`config.mk`:
```
export PLATFORM = sky130hd
export DESIGN_NAME = jtag_stream_player
export DESIGN_NICKNAME = d
export VERILOG_FILES = /design/src/rtl/jsp_pkg.sv /design/src/rtl/jsp_ctrl.sv /design/src/rtl/jsp_datapath.sv /design/src/rtl/jtag_stream_player.sv
export SDC_FILE = /design/constraint.sdc
export NUM_CORES = 1
export LEC_CHECK = 0
export ABC_CLOCK_PERIOD_IN_PS = 2800
export BUFFER_PORTS_ARGS = -buffer_cell sky130_fd_sc_hd__buf_2
export CAP_MARGIN = 25
export CORE_ASPECT_RATIO = 1.25
export CORE_MARGIN = 1.5
export CORE_UTILIZATION = 30
export CTS_BUF_LIST = sky130_fd_sc_hd__clkbuf_8 sky130_fd_sc_hd__clkbuf_16
export CTS_CLUSTER_SIZE = 40
export DETAILED_ROUTE_END_ITERATION = 10
export SYNTH_ARGS = -nofsm -noshare
export SYNTH_HDL_FRONTEND = slang
export SYNTH_HIERARCHICAL = 1
export SYNTH_SLANG_ARGS = --single-unit
export TNS_END_PERCENT = 10
```
`constraint.sdc`:
```
create_clock -name clk -period 2.8 [get_ports clk]
set_input_delay 0.56 -clock clk [delete_from_list [all_inputs] [get_ports clk]]
set_output_delay 0.56 -clock clk [all_outputs]
set_load 0.05 [all_outputs]
```
`src/rtl/jsp_pkg.sv`:
```
package jsp_pkg;
  localparam int ADDR_W = 32;
  localparam int DATA_W = 8;
  localparam int HDR_BYTES = ADDR_W / DATA_W;
  localparam int PAIRS = DATA_W / 2;

  typedef enum logic [2:0] {
    sDelay, sHdrWait, sHdrCap, sCheck, sFetchWait, sFetchCap, sLow, sHigh
  } jsp_state_t;

  typedef struct packed {
    logic       start;
    logic       finish;
    logic       hdrLoad;
    logic [1:0] hdrIdx;
    logic       byteLoad;
    logic       pairNext;
    logic       tckRise;
    logic       tckFall;
    logic       addrInc;
  } jsp_strobe_t;
endpackage

```
`src/rtl/jsp_ctrl.sv`:
```
module jsp_ctrl
  import jsp_pkg::*;
#(
  parameter int unsigned DELAY_CYC = 62_500_000,
  parameter int unsigned HALF_CYC  = 2
) (
  input  logic        clk,
  input  logic        rstN,
  input  logic        moreData,
  output jsp_strobe_t strobe
);
  localparam int unsigned CNT_MAX = (DELAY_CYC > HALF_CYC) ? DELAY_CYC : HALF_CYC;
  localparam int CNT_W = $clog2(CNT_MAX + 1);
  localparam logic [CNT_W-1:0] DLY_LAST  = CNT_W'(DELAY_CYC - 1);
  localparam logic [CNT_W-1:0] HALF_LAST = CNT_W'(HALF_CYC - 1);

  jsp_state_t       state, stateNxt;
  logic [CNT_W-1:0] cnt, cntNxt;
  logic [1:0]       hdrIdx, hdrIdxNxt;
  logic [1:0]       pairIdx, pairIdxNxt;
  logic             finished, finishedNxt;

  always_comb begin
    stateNxt    = state;
    cntNxt      = cnt;
    hdrIdxNxt   = hdrIdx;
    pairIdxNxt  = pairIdx;
    finishedNxt = finished;
    strobe      = '0;
    case (state)
      sDelay: begin
        if (cnt == DLY_LAST) begin
          strobe.start = 1'b1;
          cntNxt       = '0;
          stateNxt     = sHdrWait;
        end else begin
          cntNxt = cnt + 1'b1;
        end
      end
      sHdrWait: stateNxt = sHdrCap;
      sHdrCap: begin
        strobe.hdrLoad = 1'b1;
        strobe.hdrIdx  = hdrIdx;
        strobe.addrInc = 1'b1;
        hdrIdxNxt      = hdrIdx + 1'b1;
        stateNxt       = (hdrIdx == 2'(HDR_BYTES - 1)) ? sCheck : sHdrWait;
      end
      sCheck: begin
        if (finished) begin
          stateNxt = sCheck;
        end else if (moreData) begin
          stateNxt = sFetchWait;
        end else begin
          strobe.finish = 1'b1;
          finishedNxt   = 1'b1;
        end
      end
      sFetchWait: stateNxt = sFetchCap;
      sFetchCap: begin
        strobe.byteLoad = 1'b1;
        cntNxt          = '0;
        pairIdxNxt      = '0;
        stateNxt        = sLow;
      end
      sLow: begin
        if (cnt == HALF_LAST) begin
          strobe.tckRise = 1'b1;
          cntNxt         = '0;
          stateNxt       = sHigh;
        end else begin
          cntNxt = cnt + 1'b1;
        end
      end
      sHigh: begin
        if (cnt == HALF_LAST) begin
          strobe.tckFall = 1'b1;
          cntNxt         = '0;
          if (pairIdx == 2'(PAIRS - 1)) begin
            strobe.addrInc = 1'b1;
            stateNxt       = sCheck;
          end else begin
            strobe.pairNext = 1'b1;
            pairIdxNxt      = pairIdx + 1'b1;
            stateNxt        = sLow;
          end
        end else begin
          cntNxt = cnt + 1'b1;
        end
      end
      default: stateNxt = sDelay;
    endcase
  end

  always_ff @(posedge clk or negedge rstN) begin
    if (!rstN) begin
      state    <= sDelay;
      cnt      <= '0;
      hdrIdx   <= '0;
      pairIdx  <= '0;
      finished <= 1'b0;
    end else begin
      state    <= stateNxt;
      cnt      <= cntNxt;
      hdrIdx   <= hdrIdxNxt;
      pairIdx  <= pairIdxNxt;
      finished <= finishedNxt;
    end
  end

  AST_FETCH_IN_RANGE: assert property (@(posedge clk) disable iff (!rstN)
    strobe.byteLoad |-> moreData);
  AST_NO_FETCH_AFTER_END: assert property (@(posedge clk) disable iff (!rstN)
    finished |-> !strobe.byteLoad && !strobe.tckRise);
endmodule

```
`src/rtl/jsp_datapath.sv`:
```
module jsp_datapath
  import jsp_pkg::*;
#(
  parameter int unsigned HALF_CYC = 2
) (
  input  logic              clk,
  input  logic              rstN,
  input  jsp_strobe_t       strobe,
  input  logic [DATA_W-1:0] memRdData,
  output logic [ADDR_W-1:0] memAddr,
  output logic              moreData,
  output logic              tck,
  output logic              tms,
  output logic              tdi,
  output logic              targetRstN,
  output logic              memEnN,
  output logic              ledN,
  output logic              done
);
  localparam int HL_W = $clog2(HALF_CYC + 2);

  logic [ADDR_W-1:0] endVal;
  logic [DATA_W-1:0] byteReg;

  assign moreData = memAddr < endVal;
  assign tdi      = byteReg[0];
  assign tms      = byteReg[1];

  always_ff @(posedge clk or negedge rstN) begin
    if (!rstN) begin
      memAddr <= '0;
      endVal  <= '0;
      byteReg <= '0;
    end else begin
      if (strobe.addrInc) memAddr <= memAddr + 1'b1;
      if (strobe.hdrLoad) endVal[DATA_W*strobe.hdrIdx +: DATA_W] <= memRdData;
      if (strobe.byteLoad)      byteReg <= memRdData;
      else if (strobe.pairNext) byteReg <= byteReg >> 2;
    end
  end

  always_ff @(posedge clk or negedge rstN) begin
    if (!rstN) begin
      tck        <= 1'b0;
      targetRstN <= 1'b1;
      memEnN     <= 1'b1;
      ledN       <= 1'b1;
      done       <= 1'b0;
    end else begin
      if (strobe.tckRise)      tck <= 1'b1;
      else if (strobe.tckFall) tck <= 1'b0;
      if (strobe.start) begin
        targetRstN <= 1'b0;
        memEnN     <= 1'b0;
        ledN       <= 1'b0;
      end
      if (strobe.finish) begin
        targetRstN <= 1'b1;
        memEnN     <= 1'b1;
        ledN       <= 1'b1;
        done       <= 1'b1;
      end
    end
  end

  // Length of the current tck high phase, kept for the width check
  logic [HL_W-1:0] highLen;
  always_ff @(posedge clk or negedge rstN) begin
    if (!rstN)    highLen <= '0;
    else if (tck) highLen <= highLen + 1'b1;
    else          highLen <= '0;
  end

  AST_TCK_HIGH_WIDTH: assert property (@(posedge clk) disable iff (!rstN)
    $fell(tck) |-> $past(highLen) == HL_W'(HALF_CYC - 1));
  AST_PINS_HELD_HIGH: assert property (@(posedge clk) disable iff (!rstN)
    tck |-> $stable(tdi) && $stable(tms));
  AST_RISE_IN_RANGE: assert property (@(posedge clk) disable iff (!rstN)
    $rose(tck) |-> moreData);
  AST_DONE_STICKY: assert property (@(posedge clk) disable iff (!rstN)
    done |=> done);
  AST_DONE_RELEASED: assert property (@(posedge clk) disable iff (!rstN)
    done |-> targetRstN && memEnN && ledN && !tck);
  AST_CLAIM_TOGETHER: assert property (@(posedge clk) disable iff (!rstN)
    $fell(memEnN) |-> !targetRstN && !ledN);
endmodule

```
`src/rtl/jtag_stream_player.sv`:
```
module jtag_stream_player
  import jsp_pkg::*;
#(
  parameter int unsigned DELAY_CYC = 62_500_000,
  parameter int unsigned HALF_CYC  = 2
) (
  input  logic        clk,
  input  logic        rstN,
  output logic [31:0] memAddr,
  output logic        memEnN,
  input  logic [7:0]  memRdData,
  output logic        tck,
  output logic        tms,
  output logic        tdi,
  output logic        targetRstN,
  output logic        ledN,
  output logic        done
);
  jsp_strobe_t strobe;
  logic        moreData;

  jsp_ctrl #(.DELAY_CYC(DELAY_CYC), .HALF_CYC(HALF_CYC)) ctrl_i (
    .clk(clk), .rstN(rstN), .moreData(moreData), .strobe(strobe)
  );

  jsp_datapath #(.HALF_CYC(HALF_CYC)) dp_i (
    .clk(clk), .rstN(rstN), .strobe(strobe), .memRdData(memRdData),
    .memAddr(memAddr), .moreData(moreData), .tck(tck), .tms(tms), .tdi(tdi),
    .targetRstN(targetRstN), .memEnN(memEnN), .ledN(ledN), .done(done)
  );
endmodule

```
# Yosys cells after proc, flatten, opt, wreduce, memory -nomap -nowiden
# Index checks and enable logic that the tools add are counted.
# word_totals
register_bits,109
out_inout_bits,39
# op_classes
add_sub_neg,5
n_lt_le_gt_ge,1
n_eq_ne,16
shift,2
muxes,38
reduce_logical,9
# op_table
op,n
$pmux 26 s3,1
$mux 26,2
$neg 5->34,1
$shift 8x34->32 const A,1
$shiftx 8x34->32,1
$add 32x1->32 const B,1
$bwmux 32,1
$lt 32x32->1,1
$add 26x1->26 const B,1
$eq 26x1->1 const B,1
$eq 26x26->1 const B,1
$pmux 3 s8,1
$mux 3,7
$mux 1,18
$mux 8,2
$eq 3x3->1 const B,4
$mux 2,4
$reduce_bool 2->1,4
$eq 3x2->1 const B,2
$ne 2x1->1 const B,3
$add 2x1->2 const B,2
$eq 2x2->1 const B,2
$pmux 2 s2,1
$reduce_and 4->1,1
8 further kinds,8

# Depth between registers and ports, before layout
# logic_depth
depth_word,6
mapped_depth,11
ltp_nobuf,11

# Hierarchy
# Netlist, hierarchy kept.
# by_module_without_submodules
module,instances,cells_per_inst,area_each_um2
jsp_datapath,1,351,3837.4
jsp_ctrl,1,211,1925.6

# Worst setup path after synthesis
# OpenSTA, ideal clock, no wires.
# synth_timing
kind,register to register
startpoint,register dp_i.memAddr[1]
endpoint,register ctrl_i.state[0]
setup_ns,0.123
t_arrival_ns,2.573
path_slack_ns,0.104
path_stages_with_launch,10
synth_period_minus_slack_ns,2.696
cell_sequence,dfrtp_1 ha_1 a2111o_1 a311o_1 or3_1 a21oi_1 and3_1 o21ai_0 a21oi_1 nor3_1
# synth_between
elab_chain_cells,3
# synth_rtl
item,line,source
start: declaration,jsp_datapath.sv:10,"output logic [ADDR_W-1:0] memAddr,"
start signal: assignment,jsp_datapath.sv:35,if (strobe.addrInc) memAddr <= memAddr + 1'b1;
$lt 32x32->1,jsp_datapath.sv:25,assign moreData = memAddr < endVal;
named net moreData,jtag_stream_player.sv:20,logic moreData;
$ne 3x1->1 (no source line),-,
$reduce_and 4->1 (no source line),-,
end signal: assignment,jsp_ctrl.sv:96,state <= sDelay;
end signal: assignment,jsp_ctrl.sv:102,state <= stateNxt;
end: declaration,jsp_ctrl.sv:17,"jsp_state_t state, stateNxt;"
# The timed path passes the listed nets, and every way through them passes these cells.
# A chain may end at the register's enable or synchronous reset.

==> results by group <==
Run status
  – Run status: completed

Global routing
  – Met2 layer usage reported by global route: 25.3%
  – Met3 usage in global routing: 1.99%
  – Vias in the first global route: 4349
  – Busiest layer in global routing: met2
  – Total congestion overflow: 0
  – Number of antenna violations at the first check in global routing: 0
  – All-layer global routing usage: 13.9%
  – Wire length of the first global-routing pass: 21900 microns
  – Met1 usage in global routing: 16.2%
  – Maximum number of pins on one net before global-route repair: 48

Yosys
  – Xor and xnor area share after synthesis: 8.51%
  – Area contributors post-synth: dfrtp_1, ha_1, a22o_1, xnor2_1, xor2_1
  – Adder-cell share of the synthesized area: 8.90%
  – Multiplexer share of the synthesized area: 1.43%
  – Complex-gate fraction of the synthesized area: 11.0%
  – Top flip-flop cell by instance count after synthesis: dfrtp_1
  – Warnings from Yosys: 6
  – Fraction of the yosys area taken by sequential cells: 47.4%
  – Area share of and/or/nand/nor cells after synthesis: 19.0%
  – Synth Instances: 562
  – Combined area of all synthesized cells: 5760 sq um
  – Number of distinct standard cells referenced by the synthesized netlist: 49
  – Portion of synthesized cell area occupied by the leading cell type: 46.9%
  – Post-Synthesis Mean Instance Area: 10.3 sq um
  – Combinational family with the most area after synthesis: simple AND/OR/NAND/NOR gates
  – Number of synthesized flops with an enable pin: 0
  – Flip-flop and latch count after synthesis: 109
  – Largest area contributor in the synthesized netlist: dfrtp_1
  – Share of synthesized registers carrying an async set or reset: 100%
  – Net count of the mapped netlist: 613

Power
  – Peak supply drop: 0.298 mV
  – Static leakage: 3.22 nW
  – Overall power consumption: 2.83 mW
  – Power density relative to cell area: 418 nW/um^2

Clocking
  – Post-CTS setup buffer count: 0
  – Clock slew at the register clock pins of the worst setup and hold paths: 0.07 ns
  – TritonCTS Buffers: 9
  – Clock Path Buffers: 2
  – TritonCTS Sinks: 109
  – Clock root buffer master: clkbuf_16
  – Count of instances resized after the clock tree is built: 0
  – Hold Buf Count CTS: 0
  – CTS H-Tree Depth: 3
  – Worst-skew pair later-pin latency: 0.35 ns
  – CTS tree: built

Setup path
  – Internal reg-to-reg setup slack: 0.21 ns
  – Gate family responsible for the most delay along the worst path: simple AND/OR/NAND/NOR gates
  – CP Launch Type: flip-flop
  – Cell with the largest stage delay on the worst path: dfrtp_1
  – Data arrival time of the critical path: 2.87 ns
  – Logic depth of the worst register-to-register path: 11
  – Critical path class: flip-flop to flip-flop
  – Total buffers and inverters traversed by the critical path: 1
  – Destination of the worst register-to-register timing path: dp_i/memAddr[16]
  – Delay of the slowest cell on the worst path: 0.41 ns
  – Crit Reg-Reg Startpoint: ctrl_i/cnt[1]
  – Cells traversed along the worst timing path: inv_1 > ha_1 > nor4b_1 > nand4_1 > nor2_1 > a21o_1 > and3_2 > nand3_1 > or3_1 > nor3_1 > xor2_1
  – Crit. End Element: flip-flop
  – Critical path data required time: 3.08 ns
  – Crit Path Max Fanout: 5

Finish
  – Antenna diodes: 0
  – Most common cell after layout, fill and taps aside: dfrtp_1
  – Layout cell share with drive strength beyond 1: 18.0%
  – Leading cell types in the layout, fill and taps excluded: dfrtp_1, nand2_1, buf_2
  – Final non-filler cell area: 6780 sq um
  – Fill cell count: 1910
  – Util after Layout: 36.1%
  – Number of nets in the layout: 691
  – Area growth from synthesis to layout: 17.6%

STA
  – Highest attainable clock frequency: 386 MHz
  – Final period demand of the worst path: 2.59 ns
  – Final TNS setup: 0 ns
  – # setup viols final: 0
  – Final worst clock skew: 0.0125 ns
  – Count of endpoints failing hold in the final timing report: 0
  – Unrepaired setup endpoints after global routing: false
  – Post-layout worst setup margin: 0.207 ns
  – Slew margin rel.: 56.9%
  – Final Cycle Share: 92.6%
  – Worst slew pin tran: 0.641 ns
  – Final number of max-transition violations: 0

Floorplanning
  – Standard-cell row count: 56
  – Count of pins on the block boundary: 49
  – Placeable core region: 18800 sq um
  – Overall die width: 127 microns
  – DIE HEIGHT: 158 microns
  – Die area: 20100 sq um
  – Effective utilization at floorplan: 30.7%

Placed design
  – Post-DP HPWL: 10100 microns
  – Final Wtd Congestion: 0.804
  – Number of port buffers: 48
  – Placed cell area: 6480 sq um
  – Pre-CTS setup slack: 0.167 ns

Drt
  – Remaining routing DRC violations: 0
  – DRC marker count from the first detailed-route iteration: 191
  – Avg Vias per Cell: 4.95
  – Aggregate routed wire length: 13000 microns
  – Number of antenna-violating nets in the routed design: 0
  – Detailed Routing Iterations Pass 1: 6
  – Average wire per cell in the routed design: 14.8 microns
  – Total vias in the final route: 4338

Worst hold path
  – Class of the most critical hold timing path: input port to async pin

Job
  – Number of violations of the max-capacitance limit: 0
## state kept, by name (all words and copies together) (netlist names), 2 cells and up
register,flops
ctrl_i/pairIdx,2
ctrl_i/state,3
dp_i/memAddr,32
ctrl_i/cnt,26
ctrl_i/hdrIdx,2
dp_i/endVal,32
dp_i/byteReg,8
## cell type report
cell class	count	area [sq um]	area share [%]
Clock buffer	10	239	3.53
Clock inverter	5	35.0	0.517
Inverter	42	158	2.33
Multi-Input combinational cell	398	2830	41.8
Sequential cell	109	2730	40.3
Tap cell	232	290	4.28
Timing Repair Buffer	80	495	7.31
## report_power, final
| group | internal (mW) | switching (mW) |
|---|---|---|
| Combinational | 0.00978 | 0.0457 |
| Sequential | 1.57 | 0 |
| Clock | 0.627 | 0.576 |
| Total | 2.21 | 0.622 |
## metrics by stage
step | cells | hold slack [ns]
global route | 876 | 0.258
detailed placement | 861 | 0.445
finish | 876 | 0.213
CTS | 876 | 0.233
global placement | 861 | 0.446
floorplan | 562 | 0.264
## synthesized netlist by cell type (all sizes together) (11+ instances only)
library cell / instances
a21oi: 18
a22o: 32
and3: 15
dfrtp: 108
ha: 41
inv: 42
nand2: 48
nand3: 24
nand4: 24
nor2: 42
nor3: 11
nor4: 11
o21ai: 19
xnor2: 30
xor2: 26
## metal layers
| metal | wire, microns | part of all wire, % | vias up |
|---|---|---|---|
| met5 | 0 | 0 | - |
| met2 | 6770 | 52 | 66 |
| li1 | - | - | 2148 |
| met4 | 318 | 2.5 | 0 |
| met1 | 5490 | 42 | 2103 |
| met3 | 379 | 2.9 | 21 |
## kinds of logic (layout without fill, tap and decap cells)
logic type / after synthesis / in the layout
buffers and inverters: 55 / 137
multiplexers: 8 / 8
XOR/XNOR: 56 / 56
AND/OR/NAND/NOR: 206 / 206
AO/OA/AOI/OAI: 87 / 87
flip-flops: 109 / 109
adder cells (fa/ha/maj): 41 / 41
## worst max path at each step
| stage | start | cells past startpoint | end | slack [ns] |
|---|---|---|---|---|
| 6_report | ctrl_i/cnt[1] | 11 | dp_i/memAddr[16] | 0.21 |
| 5_1_grt | ctrl_i/cnt[1] | 11 | dp_i/memAddr[16] | 0.01 |
| 4_1_cts | ctrl_i/cnt[1] | 11 | dp_i/memAddr[16] | 0.14 |
| 3_5_place_dp | dp_i/memAddr[2] | 7 | ctrl_i/state[1] | 0.17 |
| 3_3_place_gp | dp_i/memAddr[2] | 7 | ctrl_i/state[1] | 0.18 |
| 2_1_floorplan | dp_i/memAddr[1] | 9 | ctrl_i/state[0] | 0.10 |
## worst reg2reg max path, delay by kind of cell, from the launching register on
family	cells	cell delay, ns
flip-flops	1	0.41
XOR/XNOR	1	0.16
adder cells (fa/ha/maj)	1	0.13
AO/OA/AOI/OAI	1	0.15
buffers and inverters	1	0.07
AND/OR/NAND/NOR	7	1.60
(Power assumes the default switching activity.)
